## config.mk

```make
export PLATFORM = sky130hd
export DESIGN_NAME = twoside_stencil
export DESIGN_NICKNAME = d
export VERILOG_FILES = /design/src/rtl/twoside_stencil.sv
export SDC_FILE = /design/constraint.sdc
export NUM_CORES = 1
export LEC_CHECK = 0
export BUFFER_PORTS_ARGS = -buffer_cell sky130_fd_sc_hd__buf_4
export CORE_MARGIN = 2
export CORE_UTILIZATION = 55
export CTS_BUF_LIST = sky130_fd_sc_hd__clkbuf_4 sky130_fd_sc_hd__clkbuf_8 sky130_fd_sc_hd__clkbuf_16
export DETAILED_ROUTE_END_ITERATION = 6
export GPL_TIMING_DRIVEN = 0
export PLACE_DENSITY = 0.76
export SLEW_MARGIN = 10
export SYNTH_ARGS = -nofsm -noshare
export SYNTH_HDL_FRONTEND = slang
export SYNTH_SLANG_ARGS = --single-unit
```

## constraint.sdc

```tcl
create_clock -name clk -period 5.15 [get_ports clk]
set_clock_uncertainty 0.1 [all_clocks]
set_input_delay 0.2575 -clock clk [delete_from_list [all_inputs] [get_ports clk]]
set_output_delay 0.2575 -clock clk [all_outputs]
set_load 0.02 [all_outputs]
```

## src/rtl/twoside_stencil.sv

```systemverilog
module twoside_stencil #(
  parameter int SW = 8,
  parameter int AW = 3,
  parameter int DW = 32
) (
  input  logic          clk,
  input  logic          rst_n,
  input  logic          cfg_we,
  input  logic [AW-1:0] cfg_addr,
  input  logic [DW-1:0] cfg_data,
  input  logic          in_valid,
  input  logic [SW-1:0] in_stencil,
  input  logic          in_back,
  input  logic          in_depth_pass,
  output logic          out_valid,
  output logic [SW-1:0] out_stencil,
  output logic          out_kill
);
  localparam int OPW = 3;
  localparam logic [SW-1:0] SMAX = '1;

  logic          test_en_q, wr_en_q, two_q;
  logic [SW-1:0] ref_q   [2];
  logic [SW-1:0] tmask_q [2];
  logic [SW-1:0] wmask_q [2];
  logic [OPW-1:0] func_q [2];
  logic [OPW-1:0] sf_q   [2];
  logic [OPW-1:0] zf_q   [2];
  logic [OPW-1:0] zp_q   [2];

  always_ff @(posedge clk) begin
    if (!rst_n) begin
      test_en_q <= 1'b0;
      wr_en_q   <= 1'b0;
      two_q     <= 1'b0;
      for (int i = 0; i < 2; i++) begin
        ref_q[i]   <= '0;
        tmask_q[i] <= '0;
        wmask_q[i] <= '0;
        func_q[i]  <= '0;
        sf_q[i]    <= '0;
        zf_q[i]    <= '0;
        zp_q[i]    <= '0;
      end
    end else if (cfg_we) begin
      case (cfg_addr)
        3'd0: {two_q, wr_en_q, test_en_q} <= cfg_data[2:0];
        3'd1, 3'd3: begin
          ref_q[cfg_addr[1]]   <= cfg_data[SW-1:0];
          tmask_q[cfg_addr[1]] <= cfg_data[2*SW-1:SW];
          wmask_q[cfg_addr[1]] <= cfg_data[3*SW-1:2*SW];
        end
        3'd2, 3'd4: begin
          func_q[cfg_addr[2]] <= cfg_data[2:0];
          sf_q[cfg_addr[2]]   <= cfg_data[5:3];
          zf_q[cfg_addr[2]]   <= cfg_data[8:6];
          zp_q[cfg_addr[2]]   <= cfg_data[11:9];
        end
        default: ;
      endcase
    end
  end

  logic          face;
  logic [SW-1:0] lhs, rhs, act_wmask, nxt, merged;
  logic          cmp_ok, pass;
  logic [OPW-1:0] op;

  assign face      = two_q & in_back;
  assign lhs       = ref_q[face] & tmask_q[face];
  assign rhs       = in_stencil & tmask_q[face];
  assign act_wmask = wmask_q[face];

  always_comb begin
    case (func_q[face])
      3'd0: cmp_ok = 1'b1;
      3'd1: cmp_ok = 1'b0;
      3'd2: cmp_ok = lhs <  rhs;
      3'd3: cmp_ok = lhs == rhs;
      3'd4: cmp_ok = lhs <= rhs;
      3'd5: cmp_ok = lhs >  rhs;
      3'd6: cmp_ok = lhs != rhs;
      default: cmp_ok = lhs >= rhs;
    endcase
  end

  assign pass = cmp_ok | ~test_en_q;
  assign op   = !pass ? sf_q[face] : (in_depth_pass ? zp_q[face] : zf_q[face]);

  always_comb begin
    case (op)
      3'd0: nxt = in_stencil;
      3'd1: nxt = '0;
      3'd2: nxt = ref_q[face];
      3'd3: nxt = (in_stencil == SMAX) ? SMAX : in_stencil + 1'b1;
      3'd4: nxt = (in_stencil == '0) ? '0 : in_stencil - 1'b1;
      3'd5: nxt = in_stencil + 1'b1;
      3'd6: nxt = in_stencil - 1'b1;
      default: nxt = ~in_stencil;
    endcase
  end

  assign merged = wr_en_q ? ((nxt & act_wmask) | (in_stencil & ~act_wmask)) : in_stencil;

  always_ff @(posedge clk) begin
    if (!rst_n) begin
      out_valid   <= 1'b0;
      out_stencil <= '0;
      out_kill    <= 1'b0;
    end else begin
      out_valid <= in_valid;
      if (in_valid) begin
        out_stencil <= merged;
        out_kill    <= ~pass | ~in_depth_pass;
      end
    end
  end
endmodule


```

==> qor.yml, run 1 <==
placement:
  hpwl_mm: 9.24
  gp_congestion: 0.969
  dpl_worst_slack_ns: -0.264
  port-buffer-count: 46
sta:
  hold_viol: 0
  slew_violations: 0
  slew_headroom: 0.220
  layout_setup_ws_ns: 0.422
  period_minus_slack_ns: 4.73
  setup_violations: 0
  finalCritPeriodShare: 0.918
  rsz0062_at_grt: "false"
  fmax_ghz: 0.211
  tightest_slew_ns: 1.15
drt:
  drt-wirelength-per-cell_um: 18.3
  wl_met3_um: 735
  via_per_inst: 5.82
  highest_layer: "met4"
  antenna_left: 0
  drc: 0
  vias: 3879
  routed-wl-met2_mm: 5.74
  met1Wirelength_mm: 5.39
  drtIter0Drc: 282
  drt_first_pass_iters: 5
  drt_wl_total_mm: 12.2
synthesis:
  synthArstFlopShare: 0
  synthDistinctLibCells: 62
  synthXorXnorAreaFrac: 0.0140
  synth_edf_count: 72
  synthFlopType: "edfxtp_1"
  synth_top_family_by_area: "simple AND/OR/NAND/NOR gates"
  avgSynthCellArea_um2: 10.0
  synth_adder_area_share: 0.0276
  yosysSeqAreaShare: 0.485
  synthTopCellsByArea: "edfxtp_1 43%, and2_1 9.3%, nand2_1 6.8%"
  synth_most_common_cell: "nand2_1"
  syn_nets: 559
  synth_compound_area_frac: 0.114
  ys_seq_elements: 85
  synthSimpleGateAreaFrac: 0.261
  synth.top_cell.area_share: 0.433
  synth_warnings: 0
  synth_area_um2: 4990
  synth_common_cells: "91 x nand2_1, 74 x and2_1, 72 x edfxtp_1, 25 x nor2_1, 24 x nand3_1"
  syn_inst: 499
  yosysTopAreaCell: "edfxtp_1"
  muxShareOfSynthArea: 0.0694
clocking:
  cts_num_sinks: 85
  cts_max_level: 3
  root_buffer: "clkbuf_8"
  clock_latency_ns: 0.35
  path_clk_slew_ns: 0.10
  hold_buffers: 0
  cts_made_buffers: 9
  clock_path_buffers: 2
  cts_tree: "yes"
setup_path:
  endpoint_kind: "flip-flop"
  crit_required_ns: 5.28
  critical_path_arrival_ns: 4.86
  crit_fanout: 19
  cp-start-kind: "flip-flop"
  worstSetupPathType: "flip-flop to flip-flop"
  rr_worst_depth: 18
grt:
  grt_pass1_vias: 3782
  antenna_found_initial: 0
  grt_max_degree: 25
  overflow: 0
  grt_usage: 0.260
  grt_pass1_wl_mm: 19.8
floorplan:
  start_util: 0.570
  die_x_um: 99.3
  core-area_um2: 8760
  ioPinCount: 59
  num_rows: 34
  dieArea_um2: 9860
  die_h_um: 99.3
final_layout:
  seqCellArea_um2: 2420
  fin_nets: 614
  syn_to_final_growth_pct: 13.5
  fill_cells: 724
  multi_input_comb_area_um2: 2430
  drive_gt1_frac: 0.161
  diodes: 0
power_and_ir_drop:
  p_per_area_nw_per_um2: 263
  ir_worst_vdd_mv: 0.162
  leakage_nw: 2.27
  p_total_mw: 1.49
run:
  drv_cap: 0
worst_hold_path:
  min_path_cells: 2
  hp-class: "input port to flip-flop"
outcome:
  status: "finished clean"
## cell usage in the layout (no fill, tap or decap), types with 4 or more instances in the layout
cell type and n:
nand2_1 91, and2_1 74, edfxtp_1 72, buf_4 46, nor2_1 25, nand3_1 24
o21ai_0 17, mux2i_1 16, a21oi_1 15, clkbuf_1 14, dfxtp_1 13, ha_1 11
clkbuf_8 9, and3_1 8, inv_1 8, a31oi_1 7, nand2b_1 7, nor2b_1 6
o211ai_1 4, xnor2_1 4, xor2_1 4, mux2_2 4
## power by group
group	leakage, nW	internal (mW)	switching, mW
Clock	0.0898	0.182	0.264
Sequential	0.797	0.788	0.0205
Combinational	1.38	0.0962	0.139
## stage by stage
| stage | hold slack (ns) | TNS (ns) | util | area [µm²] | std cells |
|---|---|---|---|---|---|
| after floorplan | 0.266 | 0 | - | 4990 | 499 |
| after global placement | 0.344 | -0.247 | 0.625 | 5470 | 653 |
| after detailed placement | 0.353 | -0.853 | 0.627 | 5490 | 654 |
| after CTS | 0.0465 | 0 | 0.647 | 5670 | 669 |
| after global routing | 0.0649 | 0 | 0.647 | 5670 | 667 |
| final | 0.0513 | 0 | 0.647 | 5670 | 667 |
## metal layers
metal / vias up / global-route usage
met2: 131 / 0.414
met1: 1824 / 0.365
li1: 1896 / -
met4: 0 / 0.0864
met3: 28 / 0.0457
met5: - / 0
## state kept, by name, summed over array words and instances (netlist names)
signal	cells
func_q	6
out_kill	1
out_stencil	8
out_valid	1
ref_q	16
sf_q	6
test_en_q	1
tmask_q	16
two_q	1
wmask_q	16
wr_en_q	1
zf_q	6
zp_q	6
## critical path, cell delays in order (launching register included)
cell	delay (ns)
dfxtp_1	0.40
and2_1	0.16
buf_6	0.13
buf_2	0.36
buf_1	0.42
nand2_1	0.10
nand2_1	0.10
nand2_1	0.07
ha_1	0.33
nand4_1	0.11
nor2_1	0.34
mux2i_1	0.28
o211ai_2	0.14
o2111ai_4	0.16
mux2_2	0.41
nand2b_1	0.15
a32o_1	0.24
a221oi_1	0.47
o21ai_1	0.12
## logic make-up (layout without fill, tap and decap cells)
kind of cell | count (synthesis) | after routing
buffers and inverters | 33 | 93
AO/OA/AOI/OAI | 79 | 79
multiplexers | 27 | 27
adder cells (fa/ha/maj) | 11 | 11
AND/OR/NAND/NOR | 256 | 256
flip-flops | 85 | 85
XOR/XNOR | 8 | 8
## final cells by class
class	count	area share
multi-input cells	381	0.429
flip-flops and latches	85	0.427
repair buffers	47	0.0636
well taps	108	0.0238
clock buffers	9	0.0219
plain buffers	22	0.0188
clock inverters	7	0.0102
inverters	8	0.00530
## timing repair
action / CTS / global route
setup endpoints to repair: 7 / 4
gates resized for setup: 1 / 1
hold endpoints to repair: 0 / 0
buffers inserted: 0 / 0
## final timing paths
check                                                 start  slack, ns                     endpoint
worst max-delay path                     two_q$_SDFFE_PN0P_       0.42  out_stencil[1]$_SDFFE_PN0P_
worst min-delay path                          in_depth_pass       0.05        out_kill$_SDFFE_PN0P_
worst max register to register           two_q$_SDFFE_PN0P_       0.42  out_stencil[1]$_SDFFE_PN0P_
worst min register to register  out_stencil[2]$_SDFFE_PN0P_       0.37  out_stencil[2]$_SDFFE_PN0P_
No activity file was read; power rests on OpenSTA's default activity.
==> run 2: changes to the inputs <==
Settings changed: ABC_AREA set to 1.
==> qor.yml, run 2 <==
sta:
  tightest_slew_ns: 1.09  # -0.0600 ns
  slew_headroom: 0.269  # +0.0491
  finalSetupTns_ns: 0  # unchanged
  setup_violations: 0  # unchanged
  fmax_ghz: 0.232  # +9.6%
  rsz0062_at_grt: "false"
  finalCritPeriodShare: 0.838  # -0.0805
  period_minus_slack_ns: 4.31  # -0.415 ns
  layout_setup_ws_ns: 0.836  # +0.415 ns
  slew_violations: 0  # unchanged
  hold_viol: 0  # unchanged
synthesis:
  ys_seq_elements: 85  # unchanged
  synth_edf_count: 72  # unchanged
  synthArstFlopShare: 0  # unchanged
  synthTopCellsByArea: "edfxtp_1 44%, nor2_1 10%, nand2_1 7.9%"
  yosysSeqAreaShare: 0.488  # +0.00318
  synth.top_cell.area_share: 0.436  # +0.00284
  yosysTopAreaCell: "edfxtp_1"
  synthFlopType: "edfxtp_1"
  synth_area_um2: 4960  # -0.65%
  synth_most_common_cell: "nor2_1"
  syn_nets: 659  # +18%
  synth_common_cells: "137 x nor2_1, 104 x nand2_1, 75 x inv_1, 72 x edfxtp_1, 27 x nand3_1"
  synth_warnings: 0  # unchanged
  synthDistinctLibCells: 39  # -37%
  avgSynthCellArea_um2: 8.28  # -17%
  syn_inst: 599  # +20%
final_layout:
  seqCellArea_um2: 2420  # unchanged
  layout_commonest_cell: "nor2_1"
  final_cell_mix: "137 x nor2_1, 104 x nand2_1, 75 x inv_1"
  drive_gt1_frac: 0.166  # +0.00541
  largest_registers: "ref_q (16), tmask_q (16), wmask_q (16)"
  multi_input_comb_area_um2: 2150  # -12%
  diodes: 0  # unchanged
  fin_nets: 716  # +17%
  syn_to_final_growth_pct: 13.3
  finalNonFillerCells: 769  # +15%
  fin_util: 0.645  # -0.00187
  fill_cells: 740  # +2.2%
grt:
  overflow: 0  # unchanged
  antenna_found_initial: 0  # unchanged
  grt_pass1_wl_mm: 19.5  # -1.1%
  grt_pass1_vias: 3993  # +5.6%
  grt_max_degree: 25  # unchanged
  grt_usage: 0.258  # -0.00257
setup_path:
  r2r-start: "two_q$_SDFFE_PN0P_"
  startpoint: "two_q$_SDFFE_PN0P_"
  endpoint_kind: "flip-flop"
  cp-start-kind: "flip-flop"
  crit_required_ns: 5.28  # about the same
  r2r_end: "out_stencil[3]$_SDFFE_PN0P_"
  crit_fanout: 10  # -9
  rr_worst_depth: 26  # +8
  critical_path_arrival_ns: 4.44  # -0.42 ns
  worstSetupPathType: "flip-flop to flip-flop"
  r2r_slack_ns: 0.84  # +0.41 ns
  crit_end: "out_stencil[3]$_SDFFE_PN0P_"
power_and_ir_drop:
  ir_worst_vdd_mv: 0.224  # +38%
  leakage_nw: 2.59  # +14%
  p_per_area_nw_per_um2: 269  # +2.4%
drt:
  drt_wl_total_mm: 12.3  # +0.67%
  drt-wirelength-per-cell_um: 15.9  # -13%
  drt_first_pass_iters: 4  # -1
  vias: 4132  # +6.5%
  drc: 0  # unchanged
  antenna_left: 0  # unchanged
  drtIter0Drc: 237  # -16%
  via_per_inst: 5.37  # -7.6%
clocking:
  cts_setup_buffers: 0  # unchanged
  cts_tree: "yes"
  cts_max_level: 3  # unchanged
  clock_latency_ns: 0.35  # about the same
  hold_buffers: 0  # unchanged
  clock_path_buffers: 2  # unchanged
  path_clk_slew_ns: 0.09  # about the same
  root_buffer: "clkbuf_8"
  cts_made_buffers: 9  # unchanged
  cts_num_sinks: 85  # unchanged
  postCtsResizedCells: 0  # -1
run:
  drv_cap: 0  # unchanged
outcome:
  status: "finished clean"
worst_hold_path:
  hp-class: "input port to flip-flop"
  min_path_cells: 2  # unchanged
placement:
  hpwl_mm: 9.25  # about the same
  gp_congestion: 0.934  # -3.6%
  dpl_worst_slack_ns: 0.954  # +1.22 ns
  dp.cells: 753  # +15%
  port-buffer-count: 46  # unchanged
floorplan:
  num_rows: 34  # unchanged
  die_x_um: 99.0  # -0.31%
  ioPinCount: 59  # unchanged
  dieArea_um2: 9800  # -0.62%
  die_h_um: 99.0  # -0.31%
  start_util: 0.569  # -0.000951
  core-area_um2: 8720  # -0.49%
## run 2: changes by cell type after synthesis, moves of 11 or more
cell | before | now
or2_2 | 0 | 12
and2_1 | 74 | 0
inv_1 | 8 | 75
nand4_1 | 2 | 13
nand2_1 | 91 | 104
nor2_1 | 25 | 137
## run 2: cells by family (layout without fill, tap and decap cells)
kind of cell | after synthesis | after routing | synth area share
flip-flops | 85 | 85 | 0.488
AND/OR/NAND/NOR | 324 | 324 | 0.294
buffers and inverters | 98 | 160 | 0.0787
multiplexers | 7 | 7 | 0.0141
AO/OA/AOI/OAI | 63 | 63 | 0.0782
adder cells (fa/ha/maj) | 11 | 11 | 0.0277
XOR/XNOR | 11 | 11 | 0.0194
## run 2: cell type report
type | instances | area share
tap | 108 | 0.0240
buffer | 19 | 0.0158
multi-input combinational | 416 | 0.382
clock buffer | 9 | 0.0220
sequential | 85 | 0.431
clock inverter | 7 | 0.0102
timing repair buffer | 46 | 0.0614
inverter | 79 | 0.0536
## run 2: per-stage QoR
| step | cell area, µm² | hold WS (ns) | power (mW) |
|---|---|---|---|
| after floorplan | 4960 | 0.268 | 0.995 |
| after global placement | 5440 | 0.357 | 1.08 |
| after detailed placement | 5440 | 0.364 | 1.09 |
| after CTS | 5620 | 0.0207 | 1.52 |
| after global routing | 5620 | 0.0225 | 1.58 |
| final | 5620 | 0.0338 | 1.51 |
## run 2: worst min path at each step
stage,endpoint,startpoint
after floorplan,out_kill$_SDFFE_PN0P_,in_depth_pass
after global placement,out_stencil[1]$_SDFFE_PN0P_,out_stencil[1]$_SDFFE_PN0P_
after detailed placement,out_stencil[2]$_SDFFE_PN0P_,out_stencil[2]$_SDFFE_PN0P_
after CTS,out_kill$_SDFFE_PN0P_,in_depth_pass
after global routing,out_kill$_SDFFE_PN0P_,in_depth_pass
final,out_kill$_SDFFE_PN0P_,in_depth_pass
## run 2: routing by layer
| metal | GRT usage | part of all wire | up-vias |
|---|---|---|---|
| li1 | - | - | 2051 |
| met1 | 0.330 | 0.42 | 1917 |
| met4 | 0.0980 | 0.025 | 0 |
| met2 | 0.427 | 0.49 | 143 |
| met3 | 0.0603 | 0.071 | 21 |
| met5 | 0 | 0 | - |
## run 2: worst max-delay path, stage by stage, from the launching register on
cell and delay [ns]:
dfxtp_1 0.38, nand2_2 0.10, inv_2 0.15, buf_2 0.27, clkbuf_1 0.37, or2_2 0.19, o21a_1 0.19, nand2_1 0.08
ha_1 0.30, nand2_1 0.07, nor2_1 0.30, nand2_1 0.14, nand2_1 0.11, nor2_2 0.05, nand3_1 0.10, nand3_2 0.11
nand2_4 0.11, nand2_4 0.08, nand2_2 0.09, nand2_4 0.11, buf_6 0.16, nand3_1 0.08, nand2_1 0.05, nor2_1 0.17
nand4_1 0.12, nand2_1 0.12, a21oi_1 0.07
## run 2: where the power goes
| group | switching [mW] | internal, mW | total (mW) |
|---|---|---|---|
| clock | 0.254 | 0.182 | 0.436 |
| combinational | 0.181 | 0.0956 | 0.277 |
| sequential | 0.0140 | 0.787 | 0.801 |
| total | 0.449 | 1.06 | 1.51 |
==> run 3: changes to the inputs <==
Clock period 5.15 ns to 4.2 ns, I/O delays scaled along.
==> qor.yml, run 3 (synthesized netlist as in run 2, its figures left out) <==
setup_path:
  rr_worst_depth: 25  # -3.8%
  crit_required_ns: 4.33  # -0.95 ns
  crit_fanout: 10  # unchanged
  critical_path_arrival_ns: 4.07  # -0.37 ns
  r2r_end: "out_stencil[3]$_SDFFE_PN0P_"
  cp-start-kind: "flip-flop"
  r2r_slack_ns: 0.26  # -0.57 ns
  r2r-start: "two_q$_SDFFE_PN0P_"
  endpoint_kind: "flip-flop"
  worstSetupPathType: "flip-flop to flip-flop"
clocking:
  cts_made_buffers: 9  # unchanged
  cts_tree: "yes"
  cts_setup_buffers: 0  # unchanged
  path_clk_slew_ns: 0.10  # about the same
  clock_path_buffers: 2  # unchanged
  clock_latency_ns: 0.36  # about the same
  cts_num_sinks: 85  # unchanged
  cts_max_level: 3  # unchanged
  root_buffer: "clkbuf_8"
grt:
  grt_usage: 0.257  # -0.000453
  overflow: 0  # unchanged
  grt_pass1_vias: 3977  # -0.40%
  grt_max_degree: 25  # unchanged
  grt_pass1_wl_mm: 19.5  # -0.14%
  antenna_found_initial: 0  # unchanged
floorplan:
  core-area_um2: 8720  # unchanged
  die_h_um: 99.0  # unchanged
  num_rows: 34  # unchanged
  start_util: 0.569  # unchanged
  dieArea_um2: 9800  # unchanged
  ioPinCount: 59  # unchanged
  die_x_um: 99.0  # unchanged
drt:
  drt-wirelength-per-cell_um: 15.9  # -0.19%
  drt_wl_total_mm: 12.2  # -0.19%
  antenna_left: 0  # unchanged
  drtIter0Drc: 266  # +12%
  drc: 0  # unchanged
  vias: 4158  # +0.63%
  via_per_inst: 5.41  # +0.63%
  drt_first_pass_iters: 5  # +1
sta:
  fmax_ghz: 0.254  # +9.6%
  finalSetupTns_ns: 0  # unchanged
  hold_viol: 0  # unchanged
  period_minus_slack_ns: 3.94  # -0.378 ns
  finalCritPeriodShare: 0.937  # +0.0994
  tightest_slew_ns: 1.06  # -0.0369 ns
  slew_headroom: 0.294  # +0.0247
  setup_violations: 0  # unchanged
  slew_violations: 0  # unchanged
  rsz0062_at_grt: "false"
final_layout:
  seqCellArea_um2: 2420  # unchanged
  fill_cells: 737  # -0.41%
  fin_area_um2: 5640  # +0.24%
  syn_to_final_growth_pct: 13.6
  largest_registers: "ref_q (16), tmask_q (16), wmask_q (16)"
  drive_gt1_frac: 0.171  # +0.00454
  fin_nets: 716  # unchanged
  diodes: 0  # unchanged
  multi_input_comb_area_um2: 2150  # +0.12%
  finalNonFillerCells: 769  # unchanged
  layout_commonest_cell: "nor2_1"
  final_cell_mix: "136 x nor2_1, 104 x nand2_1, 75 x inv_1"
run:
  drv_cap: 0  # unchanged
worst_hold_path:
  hp-class: "input port to flip-flop"
  min_path_cells: 3  # +1
  min_to: "tmask_q[0][5]$_SDFFCE_PN0P_"
  hp-start: "cfg_data[13]"
placement:
  port-buffer-count: 46  # unchanged
  place_area_um2: 5440  # unchanged
  gp_congestion: 0.934  # unchanged
  hpwl_mm: 9.25  # unchanged
  dp.cells: 753  # unchanged
power_and_ir_drop:
  ir_worst_vdd_mv: 0.276  # +24%
  leakage_nw: 2.59  # +0.23%
  p_per_area_nw_per_um2: 330  # +23%
outcome:
  status: "finished clean"
[run 3: cell count changes in the layout (fill, tap and decap cells not counted)]
cell	delta
clkbuf_4	+1
clkbuf_2	+1
dlygate4sd3_1	+1
clkbuf_1	-3
nor2_1	-1
nor2_2	+1
[run 3: area by class of cell]
cell class	count	area share
clock inverters	7	0.0102
plain buffers	18	0.0160
clock buffers	9	0.0220
repair buffers	47	0.0630
inverters	79	0.0535
flip-flops and latches	85	0.430
multi-input cells	416	0.382
well taps	108	0.0240
[run 3: what timing repair did]
item | in CTS | in global routing
endpoints found under the hold margin | 1 | 0
hold buffers | 1 | 0
setup endpoints to repair | 1 | 8
pin swaps | 0 | 0
gates resized for setup | 0 | 7
[run 3: power breakdown]
group | internal, mW | switching, mW | leakage (nW)
registers | 0.965 | 0.0172 | 0.797
clock network | 0.223 | 0.315 | 0.0881
logic | 0.118 | 0.222 | 1.71
total | 1.31 | 0.555 | 2.59
[run 3: worst max-delay path, cell delays in order, from the launching register on]
cell and delay (ns):
dfxtp_1 0.34, nand2_2 0.11, buf_6 0.15, buf_2 0.25, buf_2 0.27, mux2i_1 0.32, nor2_1 0.10, ha_1 0.29
nand2_1 0.06, nor2_2 0.19, nand2_1 0.12, nand2_1 0.10, nor2_2 0.05, nand3_1 0.10, nand3_2 0.11, nand2_4 0.11
nand2_4 0.08, nand2_2 0.09, nand2_4 0.11, buf_6 0.16, nand3_1 0.08, nand2_1 0.05, nor2_1 0.17, nand4_1 0.11
nand2_1 0.11, a21oi_1 0.07
[run 3: stage by stage]
step | power [mW] | util | hold WS (ns) | setup WS, ns
global placement | 1.32 | 0.624 | 0.352 | 0.143
floorplan | 1.22 | - | 0.220 | 0.908
CTS | 1.86 | 0.645 | 0.0488 | 0.0429
detailed placement | 1.34 | 0.624 | 0.353 | 0.0495
finish | 1.86 | 0.646 | 0.0529 | 0.265
global route | 1.94 | 0.646 | 0.0624 | 0.0343
[run 3: worst max path at each step]
stage	to	depth (start not counted)	slack, ns	start
final	out_stencil[3]$_SDFFE_PN0P_	25	0.26	two_q$_SDFFE_PN0P_
after detailed placement	out_stencil[3]$_SDFFE_PN0P_	26	0.05	two_q$_SDFFE_PN0P_
after global routing	out_stencil[4]$_SDFFE_PN0P_	25	0.03	two_q$_SDFFE_PN0P_
after global placement	out_stencil[3]$_SDFFE_PN0P_	26	0.14	two_q$_SDFFE_PN0P_
after floorplan	out_stencil[4]$_SDFFE_PN0P_	23	0.91	two_q$_SDFFE_PN0P_
after CTS	out_stencil[3]$_SDFFE_PN0P_	25	0.04	two_q$_SDFFE_PN0P_
[run 3: per-layer routing]
metal	vias up	track usage	share of wire
met5	-	0	0
met3	29	0.0511	0.069
met2	144	0.425	0.48
li1	2052	-	-
met4	0	0.106	0.030
met1	1933	0.333	0.42
